[src/rtl/dma_desc_pkg.sv]
package dma_desc_pkg;
  localparam int unsigned NW    = 8;
  localparam int unsigned IDX_W = $clog2(NW);

  // word order inside a descriptor record
  localparam int unsigned W_NEXT   = 0;
  localparam int unsigned W_CTRL   = 1;
  localparam int unsigned W_AUX    = 2;
  localparam int unsigned W_COUNT  = 3;
  localparam int unsigned W_DST_LO = 4;
  localparam int unsigned W_DST_HI = 5;
  localparam int unsigned W_SRC_LO = 6;
  localparam int unsigned W_SRC_HI = 7;

  typedef enum logic [2:0] {
    ST_IDLE,
    ST_REQ,
    ST_RESP,
    ST_KICK,
    ST_RUN,
    ST_WB
  } fetch_state_e;
endpackage

[src/rtl/desc_regs.sv]
module desc_regs #(
  parameter int unsigned DW    = 32,
  parameter int unsigned NWD   = 8,
  parameter int unsigned IDX_W = 3
) (
  input  logic                     clk_i,
  input  logic                     rst_ni,
  input  logic                     we_i,
  input  logic [IDX_W-1:0]         idx_i,
  input  logic [DW-1:0]            wdata_i,
  output logic [NWD-1:0][DW-1:0]   words_o
);
  for (genvar g = 0; g < NWD; g++) begin : g_word
    logic [DW-1:0] q;
    always_ff @(posedge clk_i or negedge rst_ni) begin
      if (!rst_ni)                              q <= '0;
      else if (we_i && idx_i == IDX_W'(g))      q <= wdata_i;
    end
    assign words_o[g] = q;
  end
endmodule

[src/rtl/desc_ctrl.sv]
module desc_ctrl
  import dma_desc_pkg::*;
#(
  parameter int unsigned AW     = 32,
  parameter int unsigned DW     = 32,
  parameter int unsigned CNT_W  = 24,
  parameter int unsigned LG     = 2,
  parameter int unsigned OFS_W  = 5
) (
  input  logic                clk_i,
  input  logic                rst_ni,
  input  logic                start_i,
  input  logic [AW-1:0]       first_addr_i,
  output logic                rd_valid_o,
  input  logic                rd_ready_i,
  output logic [AW-1:0]       rd_addr_o,
  input  logic                rd_rvalid_i,
  output logic                wr_valid_o,
  input  logic                wr_ready_i,
  output logic [AW-1:0]       wr_addr_o,
  output logic [DW-1:0]       wr_data_o,
  output logic                mv_start_o,
  input  logic                mv_done_i,
  input  logic [DW-CNT_W-1:0] mv_status_i,
  input  logic [AW-1:0]       next_i,
  input  logic                wb_en_i,
  input  logic [CNT_W-1:0]    count_i,
  output logic                ld_en_o,
  output logic [IDX_W-1:0]    ld_idx_o,
  output logic                busy_o,
  output logic                done_o
);
  localparam logic [AW-1:0] ALIGN_MASK = {{(AW-OFS_W){1'b1}}, {OFS_W{1'b0}}};
  localparam logic [AW-1:0] CNT_OFS    = AW'(W_COUNT) << LG;

  fetch_state_e            state_q;
  logic [AW-1:0]           base_q;
  logic [IDX_W-1:0]        idx_q;
  logic [DW-CNT_W-1:0]     stat_q;
  logic                    done_q;
  logic [AW-1:0]           first_al, next_al;
  logic                    fin;

  assign first_al = first_addr_i & ALIGN_MASK;
  assign next_al  = next_i & ALIGN_MASK;
  assign fin = (state_q == ST_RUN && mv_done_i && !wb_en_i) ||
               (state_q == ST_WB && wr_ready_i);

  always_ff @(posedge clk_i or negedge rst_ni) begin
    if (!rst_ni) begin
      state_q <= ST_IDLE;
      base_q  <= '0;
      idx_q   <= '0;
      stat_q  <= '0;
      done_q  <= 1'b0;
    end else begin
      done_q <= 1'b0;
      unique case (state_q)
        ST_IDLE: if (start_i && first_al != '0) begin
          base_q  <= first_al;
          idx_q   <= '0;
          state_q <= ST_REQ;
        end
        ST_REQ:  if (rd_ready_i) state_q <= ST_RESP;
        ST_RESP: if (rd_rvalid_i) begin
          if (idx_q == IDX_W'(NW - 1)) state_q <= ST_KICK;
          else begin
            idx_q   <= idx_q + 1'b1;
            state_q <= ST_REQ;
          end
        end
        ST_KICK: state_q <= ST_RUN;
        ST_RUN:  if (mv_done_i) begin
          stat_q <= mv_status_i;
          if (wb_en_i) state_q <= ST_WB;
        end
        ST_WB: ;
        default: state_q <= ST_IDLE;
      endcase
      // completion of a descriptor: follow pointer or end chain
      if (fin) begin
        if (next_al != '0) begin
          base_q  <= next_al;
          idx_q   <= '0;
          state_q <= ST_REQ;
        end else begin
          state_q <= ST_IDLE;
          done_q  <= 1'b1;
        end
      end
    end
  end

  assign rd_valid_o = (state_q == ST_REQ);
  assign rd_addr_o  = base_q | (AW'(idx_q) << LG);
  assign ld_en_o    = (state_q == ST_RESP) && rd_rvalid_i;
  assign ld_idx_o   = idx_q;
  assign mv_start_o = (state_q == ST_KICK);
  assign wr_valid_o = (state_q == ST_WB);
  assign wr_addr_o  = base_q | CNT_OFS;
  assign wr_data_o  = {stat_q, count_i};
  assign busy_o     = (state_q != ST_IDLE);
  assign done_o     = done_q;
endmodule

[src/rtl/dma_desc_fetch.sv]
module dma_desc_fetch
  import dma_desc_pkg::*;
#(
  parameter int unsigned AW     = 32,
  parameter int unsigned DW     = 32,
  parameter int unsigned CNT_W  = 24,
  parameter int unsigned WB_BIT = 0
) (
  input  logic                clk_i,
  input  logic                rst_ni,
  input  logic                start_i,
  input  logic [AW-1:0]       first_addr_i,
  output logic                rd_valid_o,
  input  logic                rd_ready_i,
  output logic [AW-1:0]       rd_addr_o,
  input  logic                rd_rvalid_i,
  input  logic [DW-1:0]       rd_rdata_i,
  output logic                wr_valid_o,
  input  logic                wr_ready_i,
  output logic [AW-1:0]       wr_addr_o,
  output logic [DW-1:0]       wr_data_o,
  output logic                mv_start_o,
  input  logic                mv_done_i,
  input  logic [DW-CNT_W-1:0] mv_status_i,
  output logic                busy_o,
  output logic                done_o,
  output logic [DW-1:0]       desc_next_o,
  output logic [DW-1:0]       desc_ctrl_o,
  output logic [DW-1:0]       desc_aux_o,
  output logic [DW-1:0]       desc_cnt_o,
  output logic [2*DW-1:0]     desc_dst_o,
  output logic [2*DW-1:0]     desc_src_o
);
  localparam int unsigned LG    = $clog2(DW / 8);
  localparam int unsigned OFS_W = $clog2(NW * DW / 8);

  logic [NW-1:0][DW-1:0] words;
  logic                  ld_en;
  logic [IDX_W-1:0]      ld_idx;

  desc_regs #(.DW(DW), .NWD(NW), .IDX_W(IDX_W)) i_regs (
    .clk_i   (clk_i),
    .rst_ni  (rst_ni),
    .we_i    (ld_en),
    .idx_i   (ld_idx),
    .wdata_i (rd_rdata_i),
    .words_o (words)
  );

  desc_ctrl #(.AW(AW), .DW(DW), .CNT_W(CNT_W), .LG(LG), .OFS_W(OFS_W)) i_ctrl (
    .clk_i        (clk_i),
    .rst_ni       (rst_ni),
    .start_i      (start_i),
    .first_addr_i (first_addr_i),
    .rd_valid_o   (rd_valid_o),
    .rd_ready_i   (rd_ready_i),
    .rd_addr_o    (rd_addr_o),
    .rd_rvalid_i  (rd_rvalid_i),
    .wr_valid_o   (wr_valid_o),
    .wr_ready_i   (wr_ready_i),
    .wr_addr_o    (wr_addr_o),
    .wr_data_o    (wr_data_o),
    .mv_start_o   (mv_start_o),
    .mv_done_i    (mv_done_i),
    .mv_status_i  (mv_status_i),
    .next_i       (words[W_NEXT][AW-1:0]),
    .wb_en_i      (words[W_CTRL][WB_BIT]),
    .count_i      (words[W_COUNT][CNT_W-1:0]),
    .ld_en_o      (ld_en),
    .ld_idx_o     (ld_idx),
    .busy_o       (busy_o),
    .done_o       (done_o)
  );

  assign desc_next_o = words[W_NEXT];
  assign desc_ctrl_o = words[W_CTRL];
  assign desc_aux_o  = words[W_AUX];
  assign desc_cnt_o  = words[W_COUNT];
  assign desc_dst_o  = {words[W_DST_HI], words[W_DST_LO]};
  assign desc_src_o  = {words[W_SRC_HI], words[W_SRC_LO]};
endmodule

[config.mk]
export PLATFORM = sky130hd
export DESIGN_NAME = dma_desc_fetch
export DESIGN_NICKNAME = d
export VERILOG_FILES = /design/src/rtl/dma_desc_pkg.sv /design/src/rtl/desc_regs.sv /design/src/rtl/desc_ctrl.sv /design/src/rtl/dma_desc_fetch.sv
export SDC_FILE = /design/constraint.sdc
export NUM_CORES = 1
export LEC_CHECK = 0
export ABC_AREA = 1
export ABC_CLOCK_PERIOD_IN_PS = 2150
export BUFFER_PORTS_ARGS = -buffer_cell sky130_fd_sc_hd__buf_2
export CAP_MARGIN = 20
export CORE_MARGIN = 8
export CORE_UTILIZATION = 40
export DETAILED_ROUTE_END_ITERATION = 6
export PLACE_DENSITY = 0.65
export SYNTH_ARGS = -nofsm -noshare
export SYNTH_HDL_FRONTEND = slang
export SYNTH_HIERARCHICAL = 1
export SYNTH_SLANG_ARGS = --single-unit
export TNS_END_PERCENT = 30
[constraint.sdc]
create_clock -name clk_i -period 2.15 [get_ports clk_i]
set_input_delay 0.215 -clock clk_i [delete_from_list [all_inputs] [get_ports clk_i]]
set_output_delay 0.215 -clock clk_i [all_outputs]
set_load 0.01 [all_outputs]
**Word level (Yosys, flattened, before mapping)**

Cells that the tools add are included.

- Equal/unequal tests: 18
- Mux-type cells: 21
- Add/subtract/negate cells: 1
- Reductions and logical operators: 22
- Bitwise operators: 1

Operators with widths:

| kind | number |
|---|---|
| two-way mux 32 bit | 4 |
| nonzero test 32 bit | 2 |
| two-way mux 3 bit | 11 |
| OR 32 x 5 -> 32 bit | 1 |
| == test 3 bit (second input constant) | 6 |
| case mux 3 bit (6 select lines) | 1 |
| logical AND 1 bit | 13 |
| == test 3 x 2 -> 1 bit (second input constant) | 4 |
| != test 3 x 2 -> 1 bit (second input constant) | 3 |
| == test 3 x 1 -> 1 bit (second input constant) | 2 |
| logical NOT 3 bit | 2 |
| != test 3 x 1 -> 1 bit (second input constant) | 2 |
| case mux 3 bit (2 select lines) | 1 |
| AND reduction 6 bit | 1 |
| adder 3 x 1 -> 3 bit (second input constant) | 1 |
| two-way mux 1 bit | 3 |
| nonzero test 3 bit | 1 |
| two-way mux 2 bit | 1 |
| != test 2 x 1 -> 1 bit (second input constant) | 1 |
| AND reduction 2 bit | 1 |
| logical NOT 1 bit | 1 |
| logical OR 1 bit | 1 |

- Input bits: 79
- Register bits: 303

**Depth between registers and ports, before layout**

Gate-level depths: netlist of the first run.

- Depth after elaboration: 6
- Mapped depth: 12

**Hierarchy**

Netlist of the first run, hierarchy kept.

By module, submodules not included:

| module | area each (um^2) | times used | cells each |
|---|---|---|---|
| desc_regs | 9985.8 | 1 | 1145 |
| desc_ctrl | 3403.3 | 1 | 472 |

**Worst setup path after synthesis of the first run**

OpenSTA, ideal clock, no wires.

- Kind: reg-to-reg
- From: register i_ctrl.state_q[2]
- To: register i_regs.g_word[3].q[10]
- Clock period less this slack: 1.763 ns
- Cell stages (with the launch flop): 10
- Setup slack: 0.387 ns
- Arrival time: 1.647 ns
- Path buffers: 1
- Data required time: 2.033 ns
- Library setup time: 0.117 ns
- Cell sequence: dfrtp_1 > nor2_1 > nand2_1 > nor2_1 > inv_1 > nor2_2 > nand2_1 > clkbuf_1 > nand2_1 > nand2_1

- Longest elaborated chain between the ends: 3

Ends and longest elaborated chain:

| what | RTL line | source |
|---|---|---|
| start: declaration | desc_ctrl.sv:36 | `fetch_state_e state_q;` |
| start signal: assignment | desc_ctrl.sv:51 | `state_q <= ST_IDLE;` |
| start signal: assignment | desc_ctrl.sv:62 | `state_q <= ST_REQ;` |
| start signal: assignment | desc_ctrl.sv:64 | `ST_REQ: if (rd_ready_i) state_q <= ST_RESP;` |
| == test 3 x 2 -> 1 bit | desc_ctrl.sv:96 | `assign ld_en_o = (state_q == ST_RESP) && rd_rvalid_i;` |
| logical AND 1 bit | desc_ctrl.sv:96 |  |
| via ld_en | dma_desc_fetch.sv:38 | `logic ld_en;` |
| logical AND 1 bit | desc_regs.sv:17 | `else if (we_i && idx_i == IDX_W'(g)) q <= wdata_i;` |
| end signal: assignment | desc_regs.sv:17 |  |
| end: declaration | desc_regs.sv:14 | `logic [DW-1:0] q;` |

The timed path passes the listed nets, and every way through them passes these cells.
A chain may end at the register's enable or synchronous reset.

**Final worst setup path of the first run**

- From: register i_ctrl.state_q[1]
- To: output port busy_o

- Longest elaborated chain between the ends: 1

Ends and longest elaborated chain:

| what | RTL line | source |
|---|---|---|
| nonzero test 3 bit | desc_ctrl.sv:102 | `assign busy_o = (state_q != ST_IDLE);` |
| end: declaration | dma_desc_fetch.sv:25 | `output logic busy_o,` |

Every way passes these cells.

==> impl_metrics.env, run 1 <==
export IMPL_outcome="complete, no violations"
export IMPL_synth_seq_area_share=0.5663
export IMPL_final_seq_area_sq_um=7582
export IMPL_ff2ff_path_depth=10
export IMPL_grt_max_degree=85
export IMPL_synth_common_cells="nand2_1, dfrtp_1, nand3_1"
export IMPL_syn_to_final_growth_pct=25.13
export IMPL_drv_cap=0
export IMPL_tns_ns=0
export IMPL_multiInputGateArea_sq_um=4405
export IMPL_via_count=12007
export IMPL_first_pass_iters=5
export IMPL_synth_xor_area_frac=0
export IMPL_combPwrFrac=0.310
export IMPL_leakage_nw=10.19
export IMPL_drive_gt1_frac=0.2854
export IMPL_hold_ws_ns=0.04352
export IMPL_die_h_um=199.0
export IMPL_wirelength_um=47160
export IMPL_fin_crit_sh=0.9323
export IMPL_synth_compound_gate_area_share=0.005420
export IMPL_worst_setup_path_end_kind="primary output"
export IMPL_synth_fa_ha_area_frac=0.0009345
export IMPL_power_frac_seq=0.401
export IMPL_grt_remaining_overflow=0
export IMPL_irDropWorstVdd_mv=0.5418
export IMPL_antenna_found_initial=0
export IMPL_final_setup_worst_slack_ns=0.1455
export IMPL_crit_fanout=30
export IMPL_r2r_start="i_ctrl/state_q[0]"
export IMPL_min_path_type="input port to flip-flop"
export IMPL_ys_seq_elements=303
export IMPL_crit_type="flip-flop to primary output"
export IMPL_netSwitchingPower_w=0.007437
export IMPL_fillers=3242
export IMPL_via_per_inst=4.968
export IMPL_routedWlPerCell_um=19.51
export IMPL_hpwl_um=33670
export IMPL_synthMuxAreaShare=0.006728
export IMPL_setup_worst_path_end="busy_o"
export IMPL_synth_most_common_cell="nand2_1"
export IMPL_initial_utilization=0.4023
export IMPL_hold_viol_final=0
export IMPL_synthCells=1617
export IMPL_core_area_sq_um=33280
export IMPL_syn_area_sq_um=13390
export IMPL_synth_avg_cell_area_sq_um=8.280
export IMPL_synth_simple_area_share=0.3107
export IMPL_die_w_um=199.0
export IMPL_setup_worst_path_start="i_ctrl/state_q[1]"
export IMPL_rrSetupSlack_ns=0.23
export IMPL_arrival_ns=1.79
export IMPL_grt_pass1_wl_um=71430
export IMPL_synthArstFlopShare=1.000
export IMPL_yosys_area_top_type="dfrtp_1"
export IMPL_required_ns=1.93
export IMPL_grt_pass1_vias=12070
export IMPL_hold_depth=3
export IMPL_slew_limit_headroom=0.5216
export IMPL_p_clk_frac=0.289
export IMPL_period_minus_slack_ns=2.004
export IMPL_dpl_cell_count=2347
export IMPL_place_congestion=0.9033
export IMPL_nets=2026
export IMPL_ant_nets=0
export IMPL_htree_num_levels=2
export IMPL_fmax_ghz=0.4989
export IMPL_cts_tree="yes"
export IMPL_tightest_slew_ns=0.7176
export IMPL_rows=67
export IMPL_setup_violations=0
export IMPL_crit_path_start_kind="flip-flop"
export IMPL_dp_slack_ns=-0.03689
export IMPL_fin_cells=2417
export IMPL_finalClockSkew_ns=0.01725
export IMPL_synth_top_family_by_area="simple AND/OR/NAND/NOR gates"
export IMPL_antenna_cells=0
export IMPL_netSwitchingFraction=0.3667
export IMPL_ys_types=30
export IMPL_slew_viol_final=0
export IMPL_clkLatencyLatePin_ns=0.51
export IMPL_yosysTopAreaCellShare=0.5663
export IMPL_dieArea_sq_um=39580
export IMPL_rsz0062_at_grt="false"
export IMPL_synthTopCellsByArea="dfrtp_1, nand2_1, nand3_1"
export IMPL_cts_root_buf="clkbuf_16"
export IMPL_synth_ff_type="dfrtp_1"
export IMPL_clkSinkCount=303
export IMPL_synth_edff_count=0
export IMPL_cts_buffers=35
export IMPL_track_usage=0.2330
export IMPL_drc=0
export IMPL_internal_power_w=0.01285
export IMPL_port_buffers=428
export IMPL_finalCoreUtilization=0.5034
export IMPL_clk_pin_slew_worst_paths_ns=0.06
export IMPL_rr_endpoint="i_regs/g_word[2].q[13]"
export IMPL_clockBufferDepth=3
export IMPL_hold_path_startpoint="rd_rdata_i[2]"
export IMPL_drtIter0Drc=719
export IMPL_p_per_area_nw_per_um2=1211
export IMPL_num_io_pins=436
export IMPL_yosysWarningCount=6
[worst max-delay path, cell delays in order, from the launching register on]
cell and delay, ns:
dfrtp_1 0.39, inv_1 0.13, nand2_1 0.13, nor2_4 0.18, buf_8 0.24, inv_1 0.06
buf_2 0.14
[how the worst min path moves through the flow]
stage / end / slack, ns
floorplan: i_ctrl/base_q[0] / -0.08
global placement: i_ctrl/base_q[23] / 0.28
detailed placement: i_ctrl/base_q[23] / 0.29
CTS: i_regs/g_word[6].q[2] / 0.02
global route: i_regs/g_word[5].q[1] / 0.04
finish: i_regs/g_word[6].q[2] / 0.04
[cells in the final DEF, fill, tap and decap left out, types with 2 or more instances in the layout]
cell	instances
nand2_2	3
clkbuf_16	35
nor3_1	3
bufinv_16	2
dlygate4sd3_1	10
nor2_4	8
o21ai_0	4
inv_1	80
nor2_1	28
clkbuf_1	5
clkinv_2	7
nand4_1	29
buf_12	10
nand2_1	744
clkbuf_8	9
conb_1	2
mux2_2	8
a31oi_1	2
dfrtp_1	303
o22ai_1	2
buf_2	427
buf_8	2
nor2_2	4
nand3_1	189
buf_4	40
[metrics by stage]
step,instance area (sq um),total power (W)
after floorplan,13390,0.01205
after global placement,15500,0.01440
after detailed placement,15500,0.01453
after CTS,16730,0.02049
after global routing,16750,0.02145
final,16750,0.02028
[area by class of cell]
type | instances | share of cell area
sequential | 303 | 0.4526
inverter | 82 | 0.01837
clock buffer | 49 | 0.06079
clock inverter | 11 | 0.006647
tap | 448 | 0.03346
multi-input combinational | 1035 | 0.2630
timing repair buffer | 489 | 0.1652
[what timing repair did]
item                                    4_1_cts  5_1_grt
hold buffers                                 10        0
endpoints found under the setup margin       60      129
endpoints found under the hold margin        80        0
setup buffers                                 0        0
gates resized for setup                       2        5
[per-layer routing]
metal	up-vias	GRT usage	part of all wire
li1	5571	-	-
met1	5810	0.2933	0.40
met2	529	0.3793	0.47
met3	97	0.06209	0.088
met4	0	0.09058	0.038
met5	-	0	0
[sequential cells by signal, indices dropped and copies added, names as in the netlist]
signal	flops
i_ctrl/base_q	32
i_ctrl/done_o	1
i_ctrl/ld_idx_o	3
i_ctrl/stat_q	8
i_ctrl/state_q	3
i_regs/g_word.q	256
[cells by family (layout without fill, tap and decap cells)]
logic type	count (synthesis)	after routing
buf+inv	280	631
simple gates	1014	1014
other cells	1	2
mux	8	8
compound gates	10	10
fa+ha+maj	1	1
flops	303	303
[power groups by stage]
stage          Combinational, W  Sequential, W  Clock, W
3_3_place_gp            0.00626        0.00814         0
4_1_cts                 0.00638        0.00812   0.00600
6_report                0.00629        0.00813   0.00587
3_5_place_dp            0.00634        0.00819         0
2_1_floorplan           0.00367        0.00838         0
5_1_grt                 0.00696        0.00828   0.00621
(Power assumes the default switching activity.)
==> run 2, diff against run 1 <==
CORE_UTILIZATION = 25   (was 40)
PLACE_DENSITY = default   (was 0.65)
SKIP_CTS_REPAIR_TIMING = 1   (was default)
==> impl_metrics.env, run 2 (synthesis gave the netlist of run 1 again) <==
export IMPL_hpwl_um=37020
export IMPL_rows=85
export IMPL_leakage_nw=10.28
export IMPL_hold_viol_final=0
export IMPL_final_cell_mix="nand2_1, buf_2, dfrtp_1"
export IMPL_place_congestion=0.8584
export IMPL_clockBufferDepth=3
export IMPL_die_w_um=247.4
export IMPL_grt_remaining_overflow=0
export IMPL_finalPower_w=0.02089
export IMPL_cts_buffers=37
export IMPL_initial_utilization=0.2508
export IMPL_drc=0
export IMPL_port_buffers=428
export IMPL_dpl_cell_count=2598
export IMPL_required_ns=1.93
export IMPL_antenna_cells=0
export IMPL_dp_slack_ns=-0.01414
export IMPL_clk_pin_slew_worst_paths_ns=0.06
export IMPL_final_common_cell="nand2_1"
export IMPL_clkLatencyLatePin_ns=0.53
export IMPL_htree_num_levels=2
export IMPL_worst_setup_path_end_kind="primary output"
export IMPL_via_per_inst=4.450
export IMPL_syn_to_final_growth_pct=28.75
export IMPL_drive_gt1_frac=0.2883
export IMPL_final_setup_worst_slack_ns=0.1369
export IMPL_drv_cap=0
export IMPL_slew_limit_headroom=0.6437
export IMPL_crit_path_start_kind="flip-flop"
export IMPL_dieArea_sq_um=61220
export IMPL_fin_cells=2680
export IMPL_largest_reg_flops=256
export IMPL_p_per_area_nw_per_um2=1212
export IMPL_grt_pass1_wl_um=75710
export IMPL_nets=2039
export IMPL_arrival_ns=1.80
export IMPL_cts_root_buf="clkbuf_16"
export IMPL_grt_max_degree=75
export IMPL_cts_tree="yes"
export IMPL_clkSinkCount=303
export IMPL_core_area_sq_um=53390
export IMPL_via_count=11926
export IMPL_die_h_um=247.4
export IMPL_outcome="complete, no violations"
export IMPL_rsz0062_at_grt="false"
export IMPL_slew_viol_final=0
export IMPL_drtIter0Drc=873
export IMPL_wirelength_um=51500
export IMPL_routedWlPerCell_um=19.22
export IMPL_ant_nets=0
export IMPL_grt_pass1_vias=12187
export IMPL_finalCoreUtilization=0.3229
export IMPL_largest_register="i_regs/g_word.q"
export IMPL_irDropWorstVdd_mv=0.5541
export IMPL_period_minus_slack_ns=2.013
export IMPL_first_pass_iters=5
export IMPL_fin_crit_sh=0.9363
export IMPL_setup_violations=0
export IMPL_crit_fanout=30
export IMPL_antenna_found_initial=0
export IMPL_fmax_ghz=0.4968
export IMPL_largestRegisters="i_regs/g_word.q: 256 flops, i_ctrl/base_q: 32 flops, i_ctrl/stat_q: 8 flops"
export IMPL_track_usage=0.1624
export IMPL_finalClockSkew_ns=0.01572
export IMPL_tightest_slew_ns=0.5344
export IMPL_num_io_pins=436
export IMPL_crit_type="flip-flop to primary output"
export IMPL_min_path_type="input port to flip-flop"
-- run 2: changes by cell type in the layout (fill, tap and decap cells not counted) --
cell,change
clkbuf_16,+4
clkinv_2,-1
bufinv_16,-1
clkinv_4,+1
nor2_4,+2
nor2_1,+1
nor2_2,-3
clkbuf_1,+1
buf_4,+8
dlygate4sd3_1,+3
-- run 2: critical path, cell delays in order (launching register included) --
cell     delay (ns)
dfrtp_1        0.40
inv_1          0.13
nand2_1        0.13
nor2_4         0.16
buf_8          0.22
inv_1          0.07
buf_2          0.14
-- run 2: path summary, 6_finish.rpt --
kind | start | slack [ns] | endpoint | depth (start not counted)
worst max-delay path | i_ctrl/state_q[1] | 0.14 | busy_o | 6
worst min-delay path | rd_rdata_i[3] | 0.02 | i_regs/g_word[6].q[3] | 3
worst max register to register | i_ctrl/state_q[0] | 0.20 | i_regs/g_word[6].q[25] | 10
worst min register to register | i_regs/g_word[2].q[5] | 0.46 | i_regs/g_word[2].q[5] | 2
max in group asynchronous | rst_ni | 1.12 | i_regs/g_word[0].q[26] | 3
min in group asynchronous | rst_ni | 0.20 | i_regs/g_word[3].q[25] | 2
-- run 2: routing by layer --
metal  GRT usage  share of wire  vias to the layer above
met5           0              0                        -
met4     0.05451          0.028                        0
met3     0.04013          0.083                       86
met2      0.2722           0.48                      500
met1      0.2030           0.41                     5730
li1            -              -                     5610
-- run 2: layout make-up --
class,instances,area [sq um]
fillers,5618,36150
flip-flops and latches,303,7582
multi-input cells,1035,4413
clock buffers,54,1122
repair buffers,500,2858
inverters,82,307.8
well taps,696,870.8
clock inverters,10,85.08
-- run 2: stage by stage --
stage / hold WS (ns) / instance area (sq um) / setup TNS [ns]
after global routing: 0.005019 / 17240 / 0
after detailed placement: 0.1679 / 15840 / -0.06506
after CTS: -0.4183 / 17050 / -0.6714
after floorplan: -0.08059 / 13390 / 0
final: 0.02488 / 17240 / 0
after global placement: 0.1668 / 15840 / 0
-- run 2: power by group --
group / leakage, nW / internal [W] / switching [W]
clock: 0.599 / 0.00373 / 0.00247
sequential: 4.07 / 0.00701 / 0.00121
combinational: 5.61 / 0.00241 / 0.00406
total: 10.3 / 0.0131 / 0.00774
